**src/rtl/dcs_pkg.sv**
```systemverilog
package dcs_pkg;

    // Bit positions inside a channel status word
    localparam int B_BUSERR    = 0;
    localparam int B_START     = 1;
    localparam int B_END       = 2;
    localparam int B_STOP      = 3;
    localparam int B_RAS       = 4;
    localparam int B_REQP      = 8;
    localparam int B_EOR       = 9;
    localparam int B_CMP       = 10;
    localparam int B_MASKRUN   = 22;
    localparam int B_RASEN     = 23;
    localparam int B_CMPCLR    = 24;
    localparam int B_CMPSET    = 25;
    localparam int B_EOREN     = 28;
    localparam int B_STOPEN    = 29;
    localparam int B_NODESC    = 30;
    localparam int B_RUN       = 31;

    localparam int WORD_W = 32;

    // Write composition masks
    localparam logic [WORD_W-1:0] KEEP_MASK  = 32'h0000_071F;
    localparam logic [WORD_W-1:0] W1C_MASK   = 32'h0000_0207;
    localparam logic [WORD_W-1:0] TAKE_MASK  = 32'hFC80_0000;
    localparam logic [WORD_W-1:0] RESET_WORD = 32'h0000_0008;

    typedef enum logic [1:0] {
        LNCH_IDLE,
        LNCH_FETCH,
        LNCH_GO,
        LNCH_ACTIVE
    } launch_e;

    typedef struct packed {
        logic start;
        logic fin;
        logic stop;
        logic eor;
        logic ras;
    } chan_evt_t;

    typedef struct packed {
        logic start;
        logic fin;
        logic stop;
        logic stop_en;
        logic eor;
        logic eor_en;
        logic ras;
        logic ras_en;
    } irq_src_t;

endpackage

```
**src/rtl/dcs_launch_fsm.sv**
```systemverilog
module dcs_launch_fsm
    import dcs_pkg::*;
(
    input  logic clk,
    input  logic rst_n,
    input  logic launch,
    input  logic skip_fetch,
    input  logic stopped,
    output logic fetch_req,
    output logic start_req
);

    launch_e state_q;
    launch_e state_d;

    // State register
    always_ff @(posedge clk or negedge rst_n) begin
        if (!rst_n) begin
            state_q <= LNCH_IDLE;
        end else begin
            state_q <= state_d;
        end
    end

    // Next state: a run write restarts the sequence from any state
    always_comb begin
        state_d = state_q;
        if (launch) begin
            state_d = skip_fetch ? LNCH_GO : LNCH_FETCH;
        end else begin
            unique case (state_q)
                LNCH_IDLE:   state_d = LNCH_IDLE;
                LNCH_FETCH:  state_d = LNCH_GO;
                LNCH_GO:     state_d = LNCH_ACTIVE;
                LNCH_ACTIVE: state_d = stopped ? LNCH_IDLE : LNCH_ACTIVE;
                default:     state_d = LNCH_IDLE;
            endcase
        end
    end

    // Strobes decoded from the state register only
    always_comb begin
        fetch_req = 1'b0;
        start_req = 1'b0;
        unique case (state_q)
            LNCH_FETCH: fetch_req = 1'b1;
            LNCH_GO:    start_req = 1'b1;
            default: ;
        endcase
    end

endmodule

```
**src/rtl/dcs_chan_word.sv**
```systemverilog
module dcs_chan_word
    import dcs_pkg::*;
(
    input  logic              clk,
    input  logic              rst_n,
    input  logic              wr_sel,
    input  logic [WORD_W-1:0] wdata,
    input  chan_evt_t         evt,
    output logic [WORD_W-1:0] word_q,
    output irq_src_t          src,
    output logic              fetch_req,
    output logic              start_req
);

    logic [WORD_W-1:0] word_d;
    logic              launch;

    always_comb begin
        word_d = word_q;
        if (wr_sel) begin
            word_d = (word_q & KEEP_MASK & ~(wdata & W1C_MASK))
                   | (wdata & TAKE_MASK);
            if (wdata[B_RUN]) begin
                word_d[B_STOP] = 1'b0;
            end
            if (!wdata[B_RUN] && !wdata[B_MASKRUN]) begin
                word_d[B_STOP] = 1'b1;
            end
            if (wdata[B_CMPCLR]) begin
                word_d[B_CMP] = 1'b0;
            end
            if (wdata[B_CMPSET]) begin
                word_d[B_CMP] = 1'b1;
            end
        end
        // Engine events land after the write so none is lost
        if (evt.start) word_d[B_START] = 1'b1;
        if (evt.fin)   word_d[B_END]   = 1'b1;
        if (evt.stop)  word_d[B_STOP]  = 1'b1;
        if (evt.ras)   word_d[B_RAS]   = 1'b1;
        if (evt.eor)   word_d[B_EOR]   = 1'b1;
    end

    always_ff @(posedge clk or negedge rst_n) begin
        if (!rst_n) begin
            word_q <= RESET_WORD;
        end else begin
            word_q <= word_d;
        end
    end

    always_comb begin
        src.start   = word_q[B_START];
        src.fin     = word_q[B_END];
        src.stop    = word_q[B_STOP];
        src.stop_en = word_q[B_STOPEN];
        src.eor     = word_q[B_EOR];
        src.eor_en  = word_q[B_EOREN];
        src.ras     = word_q[B_RAS];
        src.ras_en  = word_q[B_RASEN];
    end

    assign launch = wr_sel && wdata[B_RUN];

    dcs_launch_fsm u_fsm (
        .clk        (clk),
        .rst_n      (rst_n),
        .launch     (launch),
        .skip_fetch (wdata[B_NODESC]),
        .stopped    (word_q[B_STOP]),
        .fetch_req  (fetch_req),
        .start_req  (start_req)
    );

endmodule

```
**src/rtl/dcs_irq_merge.sv**
```systemverilog
module dcs_irq_merge
    import dcs_pkg::*;
#(
    parameter int NUM_CH = 8
) (
    input  irq_src_t [NUM_CH-1:0] src,
    output logic     [NUM_CH-1:0] sum_vec,
    output logic                  irq
);

    logic [NUM_CH-1:0] stop_v;
    logic [NUM_CH-1:0] eor_v;
    logic [NUM_CH-1:0] ras_v;
    logic [NUM_CH-1:0] start_v;
    logic [NUM_CH-1:0] end_v;

    for (genvar c = 0; c < NUM_CH; c++) begin : g_vec
        assign stop_v[c]  = src[c].stop && src[c].stop_en;
        assign eor_v[c]   = src[c].eor  && src[c].eor_en;
        assign ras_v[c]   = src[c].ras  && src[c].ras_en;
        assign start_v[c] = src[c].start;
        assign end_v[c]   = src[c].fin;
    end

    assign sum_vec = stop_v | eor_v | ras_v | start_v | end_v;
    assign irq     = |sum_vec;

endmodule

```
**src/rtl/dcs_status_bank.sv**
```systemverilog
module dcs_status_bank
    import dcs_pkg::*;
#(
    parameter  int NUM_CH = 8,
    localparam int ADDR_W = $clog2(NUM_CH + 1)
) (
    input  logic              clk,
    input  logic              rst_n,
    input  logic              reg_wr,
    input  logic [ADDR_W-1:0] reg_addr,
    input  logic [31:0]       reg_wdata,
    output logic [31:0]       reg_rdata,
    input  logic [NUM_CH-1:0] evt_start,
    input  logic [NUM_CH-1:0] evt_end,
    input  logic [NUM_CH-1:0] evt_stop,
    input  logic [NUM_CH-1:0] evt_eor,
    input  logic [NUM_CH-1:0] evt_ras,
    input  logic [NUM_CH-1:0] req_active,
    output logic [NUM_CH-1:0] fetch_req,
    output logic [NUM_CH-1:0] start_req,
    output logic [NUM_CH-1:0] run_level,
    output logic              irq
);

    localparam logic [ADDR_W-1:0] SUM_ADDR = ADDR_W'(NUM_CH);

    logic     [NUM_CH-1:0][WORD_W-1:0] word_bus;
    irq_src_t [NUM_CH-1:0]             src_bus;
    logic     [NUM_CH-1:0]             sum_vec;

    for (genvar c = 0; c < NUM_CH; c++) begin : g_chan
        chan_evt_t evt;
        logic      sel;

        assign evt.start = evt_start[c];
        assign evt.fin   = evt_end[c];
        assign evt.stop  = evt_stop[c];
        assign evt.eor   = evt_eor[c];
        assign evt.ras   = evt_ras[c];
        assign sel       = reg_wr && (reg_addr == ADDR_W'(c));

        dcs_chan_word u_word (
            .clk       (clk),
            .rst_n     (rst_n),
            .wr_sel    (sel),
            .wdata     (reg_wdata),
            .evt       (evt),
            .word_q    (word_bus[c]),
            .src       (src_bus[c]),
            .fetch_req (fetch_req[c]),
            .start_req (start_req[c])
        );

        assign run_level[c] = word_bus[c][B_RUN];
    end

    dcs_irq_merge #(.NUM_CH(NUM_CH)) u_merge (
        .src     (src_bus),
        .sum_vec (sum_vec),
        .irq     (irq)
    );

    // Read mux: channel words, summary, otherwise zero
    always_comb begin
        reg_rdata = '0;
        for (int c = 0; c < NUM_CH; c++) begin
            if (reg_addr == ADDR_W'(c)) begin
                reg_rdata = word_bus[c];
                if (req_active[c]) begin
                    reg_rdata[B_REQP] = 1'b1;
                end
            end
        end
        if (reg_addr == SUM_ADDR) begin
            reg_rdata[NUM_CH-1:0] = sum_vec;
        end
    end

endmodule

```
**config.mk**
```make
export PLATFORM = sky130hd
export DESIGN_NAME = dcs_status_bank
export DESIGN_NICKNAME = d
export VERILOG_FILES = /design/src/rtl/dcs_pkg.sv /design/src/rtl/dcs_launch_fsm.sv /design/src/rtl/dcs_chan_word.sv /design/src/rtl/dcs_irq_merge.sv /design/src/rtl/dcs_status_bank.sv
export SDC_FILE = /design/constraint.sdc
export NUM_CORES = 1
export LEC_CHECK = 0
export ABC_AREA = 1
export ABC_CLOCK_PERIOD_IN_PS = 1300
export BUFFER_PORTS_ARGS = -buffer_cell sky130_fd_sc_hd__buf_4
export CAP_MARGIN = 20
export CORE_AREA = 3 3 121 123
export DETAILED_ROUTE_END_ITERATION = 7
export DIE_AREA = 0 0 124 126
export PLACE_DENSITY = 0.71
export REMOVE_ABC_BUFFERS = 1
export SYNTH_ARGS = -nofsm -noshare
export SYNTH_HDL_FRONTEND = slang
export SYNTH_SLANG_ARGS = --single-unit
```
**constraint.sdc**
```tcl
create_clock -name clk -period 1.3 [get_ports clk]
set_input_delay 0.13 -clock clk [delete_from_list [all_inputs] [get_ports clk]]
set_output_delay 0.13 -clock clk [all_outputs]
set_load 0.02 [all_outputs]
```
Word level (Yosys, flattened, before mapping)
Cells that the tools add are included. W data, S select, Z words.

Bits in registers: 272. Output and inout bits: 57.

Equality and inequality tests: 32. Mux-type cells: 138. Bitwise logic cells: 21. Reductions and logical operators: 93.

Operators by type and width (count): $and A11 B32 Y32 (8); $mux W32 (8); $or A32 B32 Y32 (8); $mux W1 (96); $mux W10 (8); $reduce_bool A2 Y1 (40); $pmux W2 S4 (8); $logic_and A1 B1 Y1 (41); $mux W2 (17); $eq A2 B2 Y1 const B (16); $not A10 Y32 (1); $or A8 B8 Y8 (4); $eq A2 B1 Y1 const B (8); $eq A4 B3 Y1 const B (4); $logic_not A2 Y1 (8); $eq A4 B2 Y1 const B (2); $mux W8 (1); $reduce_or A8 Y1 (1); $eq A4 B1 Y1 const B (1); $eq A4 B4 Y1 const B (1); $logic_not A4 Y1 (1); $logic_not A1 Y1 (2).

Longest topological paths before layout
Depth in word-level cells: 10. Mapped depth: 10. Gate-level depth less buffers: 10.

Hierarchy
From an unflattened synthesis, not the netlist that was laid out.

Cells, all modules: 1342. Area total of the unflattened synthesis: 9256.4 um^2.

Modules (own cells, without submodules): dcs_chan_word (times used 8, cells an instance 83, area each 737.0 um^2); dcs_status_bank (times used 1, cells an instance 495, area each 2268.4 um^2); dcs_launch_fsm (times used 8, cells an instance 14, area each 101.3 um^2); dcs_irq_merge (times used 1, cells an instance 71, area each 281.5 um^2).

Least setup slack after synthesis
Ideal clock, no wire load.

Path type: input to output. Start: input reg_addr[3]. End: output reg_rdata[0]. Arrival time: 1128 ps. Path slack: 42 ps. Cell stages on the path: 8. Buffers on the path: 1. Cell sequence: nor2_2 clkbuf_1 nand3_1 nand3_1 nor2_1 nand4_1 nand2_1 nand2_1.

Longest elaborated chain between the ends: 10.

Ends and longest elaborated chain: from (decl) (RTL line dcs_status_bank.sv:10) `input logic [ADDR_W-1:0] reg_addr,`; $logic_not A4 Y1 (RTL line dcs_status_bank.sv:67) `if (reg_addr == ADDR_W'(c)) begin`; $mux W32 (8 in a row) (RTL line dcs_status_bank.sv:67); $mux W8 * (RTL line dcs_status_bank.sv:74) `if (reg_addr == SUM_ADDR) begin`; to (decl) (RTL line dcs_status_bank.sv:12) `output logic [31:0] reg_rdata,`.

Every way passes the cells marked *; elsewhere a longest branch is shown, timed or not.

Worst setup path in the final report
Start: register g_chan[1].u_word.word_q[9]. End: output irq.

Longest elaborated chain between the ends: 6.

Ends and longest elaborated chain: from (decl) (RTL line dcs_chan_word.sv:9) `output logic [WORD_W-1:0] word_q,`; from (signal assigned) (RTL line dcs_chan_word.sv:48) `word_q <= word_d;`; $logic_and A1 B1 Y1 (RTL line dcs_irq_merge.sv:19) `assign eor_v[c] = src[c].eor && src[c].eor_en;`; $or A8 B8 Y8 (4 in a row) (RTL line dcs_irq_merge.sv:25) `assign sum_vec = stop_v | eor_v | ras_v | start_v | end_v;`; $reduce_or A8 Y1 (RTL line dcs_irq_merge.sv:26) `assign irq = |sum_vec;`; to (decl) (RTL line dcs_status_bank.sv:22) `output logic irq`.

Every way passes these cells.

==> impl_metrics.env <==
export IMPL_outcome="finished with violations"
export IMPL_vias=6442
export IMPL_required_ns=1.17
export IMPL_htreeDepth=4
export IMPL_hpwl_um=13900
export IMPL_max_freq_mhz=546
export IMPL_numPortBuffers=111
export IMPL_dieWidth_um=124
export IMPL_post_route_util_pct=68.4
export IMPL_initial_core_util_pct=47.3
export IMPL_fin_skew_ns=0.00447
export IMPL_cts_buffers=17
export IMPL_p_leak_uw=0.00469
export IMPL_drcViolationCount=0
export IMPL_grt_pass1_vias=6330
export IMPL_clkTransAtPathRegs_ns=0.06
export IMPL_whs_ns=0.0478
export IMPL_powerDensity_nw_per_um2=1440
export IMPL_grt_antenna_before_repair=0
export IMPL_clk_path_buf_depth=2
export IMPL_yosys_most_used_dff="dfrtp_1"
export IMPL_cp_slowest_stage_delay_ns=0.41
export IMPL_grt_max_degree=67
export IMPL_yosys_warnings=0
export IMPL_synth_area_leaders="dfrtp_1 46%, nand2_1 11%, o21ai_0 8.0%, inv_1 5.7%, nor2_1 5.0%"
export IMPL_hold_path_class="input port to asynchronous set/reset pin"
export IMPL_violations="setup timing"
export IMPL_cap_violations=0
export IMPL_synth_most_common_cell="nand2_1"
export IMPL_cp_arrival_ns=1.70
export IMPL_fp_coreArea_um2=13800
export IMPL_die_area_um2=15600
export IMPL_drt_total_wl_um=20100
export IMPL_synthCells=830
export IMPL_hold_viol_final=0
export IMPL_synth_cell_type_count=31
export IMPL_synth_edf_count=0
export IMPL_cts_tree="built"
export IMPL_overflow=0
export IMPL_syn_area_um2=6510
export IMPL_avgSynthCellArea_um2=7.84
export IMPL_critPathKind="register to output port"
export IMPL_grt_pass1_wl_um=31500
export IMPL_cp_slowest_cell="dfrtp_1"
export IMPL_clk_latency_ns=0.42
export IMPL_ir_drop_uv=1210
export IMPL_setup_violations=19
export IMPL_antenna_left=0
export IMPL_nNetsFinal=1136
export IMPL_ys_async_sr_fraction_pct=100
export IMPL_dieHeight_um=126
export IMPL_drv_slew=0
export IMPL_synth_largest_area_cell="dfrtp_1"
export IMPL_rsz0062_at_grt="true"
export IMPL_period_share_pct=141
export IMPL_synth_seq_cells=128
export IMPL_dr_pass1_iters=6
export IMPL_area_growth_pct=44.8
export IMPL_post_drt_via_cell_ratio=5.19
export IMPL_rows=43
export IMPL_pre_cts_slack_ns=-0.262
export IMPL_crit_path_start_kind="register"
export IMPL_root_buffer="clkbuf_16"
export IMPL_synth_top_cell_area_share_pct=46.1
export IMPL_ys_top_cells_by_count="185 x nand2_1, 120 x dfrtp_1, 104 x o21ai_0, 98 x inv_1, 86 x nor2_1"
export IMPL_period_minus_slack_ns=1.83
export IMPL_fin_ws_ns=-0.533
export IMPL_crit_chain="a22o_1 > nor2_1 > nand2_1 > nor2_2 > nand4_1 > buf_4"
export IMPL_grt_usage_pct=26.3
export IMPL_drive_gt1_share_pct=31.7
export IMPL_cts_sinks=128
export IMPL_place_congestion=0.916
export IMPL_crit_fanout=3
export IMPL_yosysSeqAreaShare_pct=49.4
export IMPL_critPathCaptureType="output port"
export IMPL_io_pins=144
export IMPL_first_iter_violations=430
export IMPL_post_drt_wl_per_cell_um=16.2
export IMPL_diodes=0
-- sequential cells by signal (all words and copies together) (netlist names) --
| register | flops |
|---|---|
| g_chan.u_word.word_q | 112 |
| g_chan.u_word.u_fsm.state_q | 16 |
-- cell families after synthesis --
family / after synthesis / synth area share [%]
and+or+nand+nor: 368 / 24.5
other: 1 / 0.0576
DFF: 128 / 49.4
buffers and inverters: 169 / 12.4
AOI/OAI and AO/OA: 164 / 13.7
-- cell type report --
cell class                 count  area [µm²]
fill                        1106        4350
sequential                   128        3210
multi-input combinational    546        2810
timing repair buffer         250        2160
clock buffer                  21         460
inverter                     106         417
tap                          180         225
clock inverter                11         139
-- where the power goes --
group	switching, µW	internal, µW
clock	1770	3100
combinational	1930	1600
sequential	483	4670
-- layer usage --
layer,global-route usage [%],vias up,share of wire [%]
met5,0,-,0
met4,8.89,0,2.1
met3,6.24,40,6.8
met2,42.2,274,49
met1,35.2,3071,42
li1,-,3057,-
-- final timing paths --
kind                                             from                                 to  slack [ns]  cells past startpoint
setup / recovery           g_chan[1].u_word.word_q[9]                                irq       -0.53                      6
hold / removal                                  rst_n         g_chan[5].u_word.word_q[9]        0.05                      2
setup reg to reg           g_chan[2].u_word.word_q[3]  g_chan[2].u_word.u_fsm.state_q[1]        0.03                      7
hold reg to reg            g_chan[7].u_word.word_q[0]         g_chan[7].u_word.word_q[0]        0.48                      1
max in group asynchronous                       rst_n         g_chan[2].u_word.word_q[3]        0.65                      3
min in group clk                        reg_wdata[25]        g_chan[5].u_word.word_q[10]        0.08                      3
-- stage by stage --
| stage | TNS, ns | cells | cell area [µm²] | power [µW] |
|---|---|---|---|---|
| after floorplan | -28.64 | 780 | 6150 | 6750 |
| after global placement | -11.69 | 1148 | 7850 | 8110 |
| after detailed placement | -13.59 | 1148 | 7850 | 8180 |
| after CTS | -6.42 | 1229 | 9140 | 13300 |
| after global routing | -7.70 | 1242 | 9420 | 14200 |
| final | -6.29 | 1242 | 9420 | 13500 |
-- placed cells by master, fill, tap and decap left out, types with 4 or more instances in the layout --
| cell | instances |
|---|---|
| a21oi_1 | 8 |
| a22o_1 | 5 |
| buf_12 | 5 |
| buf_4 | 173 |
| buf_6 | 24 |
| clkbuf_16 | 17 |
| clkinv_2 | 5 |
| conb_1 | 14 |
| dfrtp_1 | 120 |
| dfstp_2 | 8 |
| dlygate4sd3_1 | 45 |
| inv_1 | 89 |
| inv_2 | 12 |
| nand2_1 | 177 |
| nand2_2 | 9 |
| nand3_1 | 33 |
| nand3_2 | 17 |
| nand4_1 | 18 |
| nor2_1 | 68 |
| nor2_2 | 17 |
| nor2_4 | 10 |
| nor3_4 | 4 |
| o21a_1 | 5 |
| o21ai_0 | 91 |
| o21ai_1 | 33 |
| o21ai_2 | 4 |
| o21bai_1 | 9 |
| or2_2 | 9 |
-- worst max-delay path, delay by kind of cell (launching register included) --
| family | cells | cell delay, ns |
|---|---|---|
| flip-flops | 1 | 0.41 |
| AO/OA/AOI/OAI | 1 | 0.25 |
| buffers and inverters | 1 | 0.18 |
| AND/OR/NAND/NOR | 4 | 0.43 |
-- what timing repair did --
| item | 4_1_cts | 5_1_grt |
|---|---|---|
| gates resized for setup | 64 | 59 |
| cloned | 0 | 0 |
| hold buffers | 45 | 0 |
| setup buffers | 5 | 15 |
| endpoints found under the setup margin | 21 | 33 |
| pin swaps | 17 | 30 |
| hold endpoints to repair | 171 | 0 |
Note: power is estimated with default switching activity, not from simulation.
